## src/rtl/pgwalk_pkg.sv

```systemverilog
package pgwalk_pkg;

  // fault codes reported with done
  typedef enum logic [2:0] {
    FLT_ACV = 3'd0,
    FLT_FOR = 3'd1,
    FLT_FOW = 3'd2,
    FLT_FOE = 3'd3,
    FLT_TNV = 3'd4
  } faultT;

  typedef enum logic [2:0] {
    ST_IDLE,
    ST_DECIDE,
    ST_ISSUE,
    ST_WAIT,
    ST_FIN
  } walkStateT;

  // control -> datapath strobes
  typedef struct packed {
    logic capture;
    logic fastLoad;
    logic stepLoad;
    logic pteLoad;
  } strobeT;

  // datapath -> control status
  typedef struct packed {
    logic fastPath;
    logic pteStop;
  } statusT;

  // entry bit positions
  localparam int PTE_VALID = 0;
  localparam int PTE_FO_LO = 1;
  localparam int PTE_KRE   = 8;
  localparam int PTE_KWE   = 12;

endpackage

```

## src/rtl/pgwalk_dp.sv

```systemverilog
module pgwalk_dp
  import pgwalk_pkg::*;
#(
  parameter int VA_W      = 64,
  parameter int PAGE_BITS = 13,
  parameter int IMPL_VA   = 43,
  parameter int IDX_W     = 10,
  parameter int LEVELS    = 3,
  parameter int LVL_W     = 2
) (
  input  logic             clk,
  input  logic             rstN,
  input  strobeT           strb,
  input  logic [LVL_W-1:0] lvl,
  input  logic [VA_W-1:0]  reqVaddr,
  input  logic [2:0]       reqMode,
  input  logic [1:0]       reqAccess,
  input  logic [VA_W-1:0]  ptBase,
  input  logic [VA_W-1:0]  memRspData,
  output statusT           stat,
  output logic [VA_W-1:0]  memReqAddr,
  output logic             resOk,
  output logic [2:0]       resCode,
  output logic [VA_W-1:0]  resPhys,
  output logic [2:0]       resPerm
);

  localparam int FRAME_W     = VA_W / 2;
  localparam int ENTRY_SHIFT = $clog2(VA_W / 8);
  localparam int BIT_IDX_W   = $clog2(VA_W);
  localparam int SP_MOVE     = IMPL_VA - 3;
  localparam int SP_DEST     = IMPL_VA;

  logic [VA_W-1:0] vaReg;
  logic [2:0]      modeReg;
  logic [1:0]      accReg;
  logic [VA_W-1:0] baseReg;

  // index fields, level 0 is the top table
  logic [IDX_W-1:0] idxArr [LEVELS];
  logic [IDX_W-1:0] curIdx;

  for (genvar g = 0; g < LEVELS; g++) begin : gIdx
    assign idxArr[g] = vaReg[PAGE_BITS + IDX_W*(LEVELS-1-g) +: IDX_W];
  end

  always_comb begin
    curIdx = '0;
    for (int k = 0; k < LEVELS; k++) begin
      if (lvl == LVL_W'(k)) curIdx = idxArr[k];
    end
  end

  assign memReqAddr = baseReg + (VA_W'(curIdx) << ENTRY_SHIFT);

  // fast path classification
  logic            isPhys, isCanon, isSuper;
  logic            fastOk;
  logic [2:0]      fastCode;
  logic [VA_W-1:0] fastPhys;
  logic [2:0]      fastPerm;

  assign isPhys  = modeReg[2];
  assign isCanon = (vaReg[VA_W-1:IMPL_VA] == {(VA_W-IMPL_VA){vaReg[VA_W-1]}});
  assign isSuper = vaReg[VA_W-1] && (vaReg[IMPL_VA-1 -: 2] == 2'b10);

  always_comb begin
    fastOk   = 1'b0;
    fastCode = FLT_ACV;
    fastPhys = '0;
    fastPerm = '0;
    if (isPhys) begin
      fastOk   = 1'b1;
      fastPhys = vaReg;
      fastPerm = 3'b111;
    end else if (isCanon && isSuper && modeReg[1:0] == 2'd0) begin
      fastOk   = 1'b1;
      fastPhys = VA_W'(vaReg[SP_MOVE-1:0]) | (VA_W'(vaReg[SP_MOVE]) << SP_DEST);
      fastPerm = 3'b111;
    end
  end

  assign stat.fastPath = isPhys || !isCanon || isSuper;

  // entry evaluation
  logic [VA_W-1:0]      pte;
  logic                 isLeaf, pteValid, pteKre, rdEn, wrEn;
  logic [BIT_IDX_W-1:0] rdIdx, wrIdx;
  logic [2:0]           need, prot, masked;
  logic [VA_W-1:0]      frame;
  logic                 pOk;
  logic [2:0]           pCode;
  logic [VA_W-1:0]      pPhys;
  logic [2:0]           pPerm;
  logic                 unusedPteBits;

  assign pte      = memRspData;
  assign isLeaf   = (lvl == LVL_W'(LEVELS-1));
  assign pteValid = pte[PTE_VALID];
  assign pteKre   = pte[PTE_KRE];
  assign rdIdx    = BIT_IDX_W'(PTE_KRE) + BIT_IDX_W'(modeReg[1:0]);
  assign wrIdx    = BIT_IDX_W'(PTE_KWE) + BIT_IDX_W'(modeReg[1:0]);
  assign rdEn     = pte[rdIdx];
  assign wrEn     = pte[wrIdx];
  assign frame    = VA_W'(pte[VA_W-1 -: FRAME_W]) << PAGE_BITS;
  assign prot     = {rdEn, wrEn, rdEn};
  assign masked   = prot & ~pte[PTE_FO_LO +: 3];
  assign unusedPteBits = ^{pte[7:4], pte[VA_W-FRAME_W-1:16]};

  always_comb begin
    case (accReg)
      2'd0:    need = 3'b001;
      2'd1:    need = 3'b010;
      2'd2:    need = 3'b100;
      default: need = 3'b000;
    endcase
  end

  assign stat.pteStop = !pteValid || (!isLeaf && !pteKre);

  always_comb begin
    pOk   = 1'b0;
    pCode = FLT_ACV;
    pPhys = '0;
    pPerm = '0;
    if (!pteValid) begin
      pCode = FLT_TNV;
    end else if (!isLeaf) begin
      pCode = FLT_ACV;
    end else if (need != 3'b000 && (prot & need) == 3'b000) begin
      pCode = FLT_ACV;
    end else if (need != 3'b000 && (masked & need) == 3'b000) begin
      pCode = need[2] ? FLT_FOE : (need[1] ? FLT_FOW : FLT_FOR);
    end else begin
      pOk   = 1'b1;
      pPhys = frame | VA_W'(vaReg[PAGE_BITS-1:0]);
      pPerm = masked;
    end
  end

  // registers
  always_ff @(posedge clk or negedge rstN) begin
    if (!rstN) begin
      vaReg   <= '0;
      modeReg <= '0;
      accReg  <= '0;
      baseReg <= '0;
      resOk   <= 1'b0;
      resCode <= '0;
      resPhys <= '0;
      resPerm <= '0;
    end else begin
      if (strb.capture) begin
        vaReg   <= reqVaddr;
        modeReg <= reqMode;
        accReg  <= reqAccess;
        baseReg <= ptBase;
      end
      if (strb.stepLoad) baseReg <= frame;
      if (strb.fastLoad) begin
        resOk   <= fastOk;
        resCode <= fastCode;
        resPhys <= fastPhys;
        resPerm <= fastPerm;
      end
      if (strb.pteLoad) begin
        resOk   <= pOk;
        resCode <= pCode;
        resPhys <= pPhys;
        resPerm <= pPerm;
      end
    end
  end

endmodule

```

## src/rtl/pgwalk_ctrl.sv

```systemverilog
module pgwalk_ctrl
  import pgwalk_pkg::*;
#(
  parameter int LEVELS = 3,
  parameter int LVL_W  = 2
) (
  input  logic             clk,
  input  logic             rstN,
  input  logic             reqValid,
  input  logic             memRspValid,
  input  statusT           stat,
  output strobeT           strb,
  output logic [LVL_W-1:0] lvl,
  output logic             memReqValid,
  output logic             done
);

  walkStateT state;
  logic      lastLvl;

  assign lastLvl = (lvl == LVL_W'(LEVELS-1));

  always_ff @(posedge clk or negedge rstN) begin
    if (!rstN) begin
      state <= ST_IDLE;
      lvl   <= '0;
    end else begin
      case (state)
        ST_IDLE: if (reqValid) begin
          state <= ST_DECIDE;
          lvl   <= '0;
        end
        ST_DECIDE: state <= stat.fastPath ? ST_FIN : ST_ISSUE;
        ST_ISSUE:  state <= ST_WAIT;
        ST_WAIT: if (memRspValid) begin
          if (stat.pteStop || lastLvl) begin
            state <= ST_FIN;
          end else begin
            lvl   <= lvl + 1'b1;
            state <= ST_ISSUE;
          end
        end
        default: state <= ST_IDLE;
      endcase
    end
  end

  always_comb begin
    strb.capture  = (state == ST_IDLE) && reqValid;
    strb.fastLoad = (state == ST_DECIDE) && stat.fastPath;
    strb.stepLoad = (state == ST_WAIT) && memRspValid && !stat.pteStop && !lastLvl;
    strb.pteLoad  = (state == ST_WAIT) && memRspValid && (stat.pteStop || lastLvl);
  end

  assign memReqValid = (state == ST_ISSUE);
  assign done        = (state == ST_FIN);

endmodule

```

## src/rtl/pgwalk.sv

```systemverilog
module pgwalk
  import pgwalk_pkg::*;
#(
  parameter int VA_W      = 64,
  parameter int PAGE_BITS = 13,
  parameter int IMPL_VA   = 43,
  parameter int IDX_W     = 10,
  parameter int LEVELS    = 3
) (
  input  logic            clk,
  input  logic            rstN,
  input  logic            reqValid,
  input  logic [VA_W-1:0] reqVaddr,
  input  logic [2:0]      reqMode,
  input  logic [1:0]      reqAccess,
  input  logic [VA_W-1:0] ptBase,
  output logic            memReqValid,
  output logic [VA_W-1:0] memReqAddr,
  input  logic            memRspValid,
  input  logic [VA_W-1:0] memRspData,
  output logic            done,
  output logic            resOk,
  output logic [2:0]      faultCode,
  output logic [VA_W-1:0] physAddr,
  output logic [2:0]      perm
);

  localparam int LVL_W = $clog2(LEVELS + 1);

  strobeT           strb;
  statusT           stat;
  logic [LVL_W-1:0] lvl;

  pgwalk_ctrl #(.LEVELS(LEVELS), .LVL_W(LVL_W)) uCtrl (
    .clk(clk), .rstN(rstN), .reqValid(reqValid), .memRspValid(memRspValid),
    .stat(stat), .strb(strb), .lvl(lvl), .memReqValid(memReqValid), .done(done)
  );

  pgwalk_dp #(
    .VA_W(VA_W), .PAGE_BITS(PAGE_BITS), .IMPL_VA(IMPL_VA),
    .IDX_W(IDX_W), .LEVELS(LEVELS), .LVL_W(LVL_W)
  ) uDp (
    .clk(clk), .rstN(rstN), .strb(strb), .lvl(lvl),
    .reqVaddr(reqVaddr), .reqMode(reqMode), .reqAccess(reqAccess),
    .ptBase(ptBase), .memRspData(memRspData), .stat(stat),
    .memReqAddr(memReqAddr), .resOk(resOk), .resCode(faultCode),
    .resPhys(physAddr), .resPerm(perm)
  );

endmodule

```

## config.mk

```make
export PLATFORM = sky130hd
export DESIGN_NAME = pgwalk
export DESIGN_NICKNAME = d
export VERILOG_FILES = /design/src/rtl/pgwalk_pkg.sv /design/src/rtl/pgwalk_dp.sv /design/src/rtl/pgwalk_ctrl.sv /design/src/rtl/pgwalk.sv
export SDC_FILE = /design/constraint.sdc
export NUM_CORES = 1
export LEC_CHECK = 0
export ABC_AREA = 0
export BUFFER_PORTS_ARGS = -buffer_cell sky130_fd_sc_hd__clkbuf_2
export CAP_MARGIN = 20
export CORE_AREA = 5 5 212 214
export DETAILED_ROUTE_END_ITERATION = 6
export DIE_AREA = 0 0 217 219
export PLACE_DENSITY = 0.54
export SLEW_MARGIN = 5
export SYNTH_ARGS = -nofsm -noshare
export SYNTH_HDL_FRONTEND = slang
export SYNTH_SLANG_ARGS = --single-unit
```

## constraint.sdc

```tcl
create_clock -name clk -period 5.5 [get_ports clk]
set_input_delay 1.1 -clock clk [delete_from_list [all_inputs] [get_ports clk]]
set_output_delay 1.1 -clock clk [all_outputs]
set_load 0.03 [all_outputs]
```

# Yosys cells after proc, flatten, opt, wreduce, memory -nomap -nowiden
# Cells that the tools add are included.
# word_totals
elab_cells	119
reg_bits	209
inputBits	201
# classes
n_mux	51
eq_ne	13
reduce_logical	33
magnitude_cmp	2
bitwise_logic	6
addsub	4
# ops
cell	n
64-bit 2-to-1 mux	10
64-bit by 13-bit adder with 64-bit output	1
3-bit 2-to-1 mux	19
45-bit by 13-bit bitwise OR with 45-bit output	1
40-bit by 44-bit bitwise OR with 44-bit output	1
10-bit 2-to-1 mux	3
20-bit equality test	1
6-bit by 7-bit less-than comparator with 1-bit output, second input constant	2
1-bit binary-select mux with 6-bit select	2
1-bit logical AND	12
3-bit one-hot mux with 4 select lines	1
4-bit by 2-bit adder with 5-bit output, first input constant	2
1-bit 2-to-1 mux	10
3-bit AND	3
3-bit zero test	3
3-bit one-hot mux with 3 select lines	1
2-bit 2-to-1 mux	4
2-bit equality test, second input constant	3
3-bit by 2-bit equality test with 1-bit output, second input constant	2
2-bit zero test	3
2-bit inequality test, second input constant	3
2-bit nonzero test	3
1-bit zero test	5
2-bit by 1-bit equality test with 1-bit output, second input constant	2
9 further kinds	12

# Depth between registers and ports, before layout
# logic_depth
word_depth	12
depth_mapped	19
ltp_nobuf	16

# By module
# From an unflattened synthesis, not the netlist that was laid out.
# unflattened
hier_cells	982
hier_area_um2	10666.5
# by_module_without_submodules
mod	cells_per_inst	seq_area_each_um2	instances	area_each_um2
pgwalk_dp	946	5104.9	1	10304.9
pgwalk_ctrl	36	125.1	1	361.6

# Worst setup path before layout
# No wires, ideal clock.
# synth_timing
path_kind	reg2out
startpoint	reg uCtrl.lvl[0]
endpoint	out memReqAddr[29]
path_slack_ps	775
required_time_ps	4400
stages_incl_launch_ff	20
arrival_ps	3625
path_buffers	3
path_cell_list	dfrtp_1 > inv_1 > ha_1 > clkbuf_1 > nand2_1 > nor2_1 > a21oi_1 > o21ai_0 > ha_1 > inv_1 > fa_1 > nor2b_1 > o21a_1 > o21ai_0 > a21oi_1 > or2_2 > clkbuf_1 > clkbuf_1 > nand4_1 > xnor2_1
# synth_between
elab_chain_cells	5
word_cells_on_any_way	7
classes_between	add/sub: 1; eq/ne: 2; mux: 3; reduce/logical: 1
# synth_lines
item	line	rtl
start, declared	pgwalk_ctrl.sv:13	output logic [LVL_W-1:0] lvl,
start signal, assigned	pgwalk_ctrl.sv:39	lvl <= lvl + 1'b1;
2-bit zero test	pgwalk_dp.sv:50	if (lvl == LVL_W'(k)) curIdx = idxArr[k];
10-bit 2-to-1 mux (2 in series)	pgwalk_dp.sv:50	
10-bit 2-to-1 mux (*)	pgwalk_dp.sv:50	
64-bit by 13-bit adder with 64-bit output (*)	pgwalk_dp.sv:54	assign memReqAddr = baseReg + (VA_W'(curIdx) << ENTRY_SHIFT);
end, declared	pgwalk.sv:18	output logic [VA_W-1:0] memReqAddr,
# Every way passes the cells marked *; elsewhere a longest branch is shown, timed or not.

# Final worst setup path
# layout_timing
startpoint	reg uCtrl.lvl[0]
endpoint	out memReqAddr[21]
# The elaborated chain is that of the path after synthesis.

==> flow_metrics.tcl <==
set metrics [dict create \
    outcome "completed" \
    clk_root_buffer_cell "clkbuf_16" \
    fin_cells 2051 \
    vias_per_cell 4.83 \
    grt_overflow_total 0 \
    final-hold-violation-count 0 \
    die-height_um 219 \
    via_count 9908 \
    final.min_clock_period_ns 5.35 \
    n_fill_cell 4455 \
    clk_path_buf_depth 3 \
    criticalPathCategory "reg -> out" \
    crit_required_ns 4.40 \
    use_met1 0.232 \
    hpwl_um 32700 \
    synthFlopType "dfrtp_1" \
    ys_warn_count 0 \
    fin_tns_setup_ns 0 \
    num_rows 76 \
    slowest_delay_ns 0.42 \
    maxSlewHeadroom 0.429 \
    crit_fanout 10 \
    die_width_um 217 \
    nNetsFinal 1701 \
    ys_ff_latch 209 \
    grt_pass1_wl_um 64200 \
    synth_compound_area_frac 0.131 \
    post_drt_wl_per_cell_um 21.2 \
    drv_cap 0 \
    drv_slew 0 \
    p_leak_nw 6.82 \
    path_clk_slew_ns 0.07 \
    ios 338 \
    gp_congestion 0.856 \
    dr.first_iter.drc_count 764 \
    synth_top_area_share 0.497 \
    place_inst 1997 \
    path_cells "inv_2 -> ha_4 -> nand2_1 -> nor2_1 -> a21oi_1 -> o21ai_0 -> buf_4 -> ha_1 -> inv_1 -> fa_1 -> nor2b_1 -> o21a_1 -> o21ai_0 -> a21oi_1 -> buf_4 -> or2_2 -> buf_4 -> nand4_1 -> xnor2_2 -> clkbuf_4" \
    met3_usage 0.0439 \
    syn_area_um2 10500 \
    synth_top_family_by_area "simple AND/OR/NAND/NOR gates" \
    drive_above_1_share 0.289 \
    antenna_found_initial 11 \
    cts_num_sinks 209 \
    synthXorXnorAreaFrac 0.0491 \
    synthAdderAreaFrac 0.0233 \
    power-per-cell-area_nw_per_um2 474 \
    synth_nets 1404 \
    fin_crit_sh 0.973 \
    use_met2 0.288 \
    yosysMostFrequentCell "nand2_1" \
    cts_made_buffers 26 \
    synthArstFlopShare 1.00 \
    wirelength_um 43500 \
    crit_arrival_ns 4.25 \
    crit_family "buffers and inverters" \
    grt_pass1_vias 10024 \
    cts-htree-levels 1 \
    cpMaxStageDelayCell "dfrtp_1" \
    postSynthCellCount 1184 \
    layout_setup_ws_ns 0.149 \
    synth_area_leaders "dfrtp_1 50%, nand2_1 13%, xnor2_1 3.0%" \
    synth_top_cell_by_area "dfrtp_1" \
    crit_buf_inv 6 \
    cp-start-kind "register" \
    dp_slack_ns 0.514 \
    synth_area_per_cell_um2 8.88 \
    initial_core_util 0.246 \
    drc 0 \
    peakVddDrop_v 0.000241 \
    setup_violations 0 \
    portBuffers 317 \
    grt_max_degree 102 \
    ant_nets 0 \
    die_area_um2 47500 \
    synth_commonest_cells "355 x nand2_1, 209 x dfrtp_1, 77 x nor2_1" \
    min_path_type "reg -> reg" \
    busiest_layer "met2" \
    grt_util_all_layers 0.175 \
    crit_top_cell "buf_4" \
    first_pass_iters 5 \
    tightest_slew_ns 0.849 \
    fmax_mhz 187 \
    cts_tree "yes" \
    core_area_um2 42700 \
    synthMuxAreaShare 0.00631 \
    worstSetupEndpointType "output pin" \
    synth.distinct_cells 53 \
    finalClockSkew_ns 0.0183 \
    insertion_delay_ns 0.55 \
    hold-worst-slack_ns 0.475 \
    area_delta_synth_final_pct 30.5 \
    seq_area_frac_synth 0.497 \
    synth_edf_count 0 \
    yosys.area_share.simple 0.253 \
]
==> worst min-delay path: cells and delay by family (launching register included) <==
kind | cells | cell delay (ns)
AND/OR/NAND/NOR | 2 | 0.10
flip-flops | 1 | 0.34
==> sequential cells by signal, summed over array words and instances (netlist names) <==
name         flops
uDp.baseReg     64
uDp.resPhys     64
uDp.vaReg       64
uCtrl.state      3
uDp.modeReg      3
uDp.resCode      3
uDp.resPerm      3
uCtrl.lvl        2
uDp.accReg       2
uDp.resOk        1
==> worst paths after layout <==
path,end,depth (start not counted),from,slack [ns]
max in group asynchronous,uDp.resPhys[1],2,rstN,3.97
hold / removal,uDp.vaReg[7],2,uDp.vaReg[7],0.47
setup / recovery,memReqAddr[21],20,uCtrl.lvl[0],0.15
min in group asynchronous,uDp.baseReg[35],1,rstN,0.49
hold reg to reg,uDp.vaReg[7],2,uDp.vaReg[7],0.47
setup reg to reg,uDp.resPhys[18],9,uDp.vaReg[53],2.09
==> report_power, final <==
group          total [W]  internal [W]  switching, W
Clock            0.00187       0.00116      0.000706
Sequential       0.00235       0.00194      0.000414
Combinational    0.00229      0.000741       0.00155
==> final cells by class <==
cell class / instances / area [um^2] / share of cell area
sequential: 209 / 5230 / 0.381
multi-input combinational: 880 / 4970 / 0.362
timing repair buffer: 345 / 1830 / 0.133
clock buffer: 37 / 773 / 0.0563
tap: 546 / 683 / 0.0498
clock inverter: 10 / 156 / 0.0114
inverter: 19 / 71.3 / 0.00520
antenna: 5 / 12.5 / 0.000912
==> cell usage in the layout (no fill, tap or decap), drive strengths merged, types with 29 or more instances in the layout <==
cell type | Yosys | final
o21ai | 37 | 37
buf | 28 | 29
a221oi | 33 | 33
nand2 | 355 | 355
xnor2 | 36 | 36
a21oi | 55 | 55
dfrtp | 209 | 209
nor2 | 97 | 97
and3 | 42 | 42
nand3 | 29 | 29
a221o | 31 | 31
clkbuf | 48 | 353
==> timing repair <==
item                       4_1_cts  5_1_grt
setup endpoints to repair        9       30
hold buffers                     0        0
pin swaps                        0        0
resized for setup                3       16
setup buffers                    0        2
==> logic make-up after synthesis <==
| logic type | after synthesis |
|---|---|
| and+or+nand+nor | 603 |
| xor gates and xnor gates | 59 |
| buffers and inverters | 95 |
| AOI/OAI and AO/OA | 195 |
| muxes | 4 |
| DFF | 209 |
| adders and majority gates | 19 |
==> metal layers <==
| metal | vias up | wire length [um] |
|---|---|---|
| li1 | 4672 | - |
| met1 | 4801 | 19000 |
| met2 | 353 | 20300 |
| met3 | 70 | 3070 |
| met4 | 12 | 1100 |
| met5 | - | 81 |
==> stage by stage <==
stage,power [W],cell area [um^2],util
2_1_floorplan,0.00377,10500,-
3_3_place_gp,0.00466,12700,0.297
3_5_place_dp,0.00470,12700,0.297
4_1_cts,0.00660,13600,0.319
5_1_grt,0.00688,13700,0.321
6_report,0.00651,13700,0.321
No activity file was read; power rests on OpenSTA's default activity.
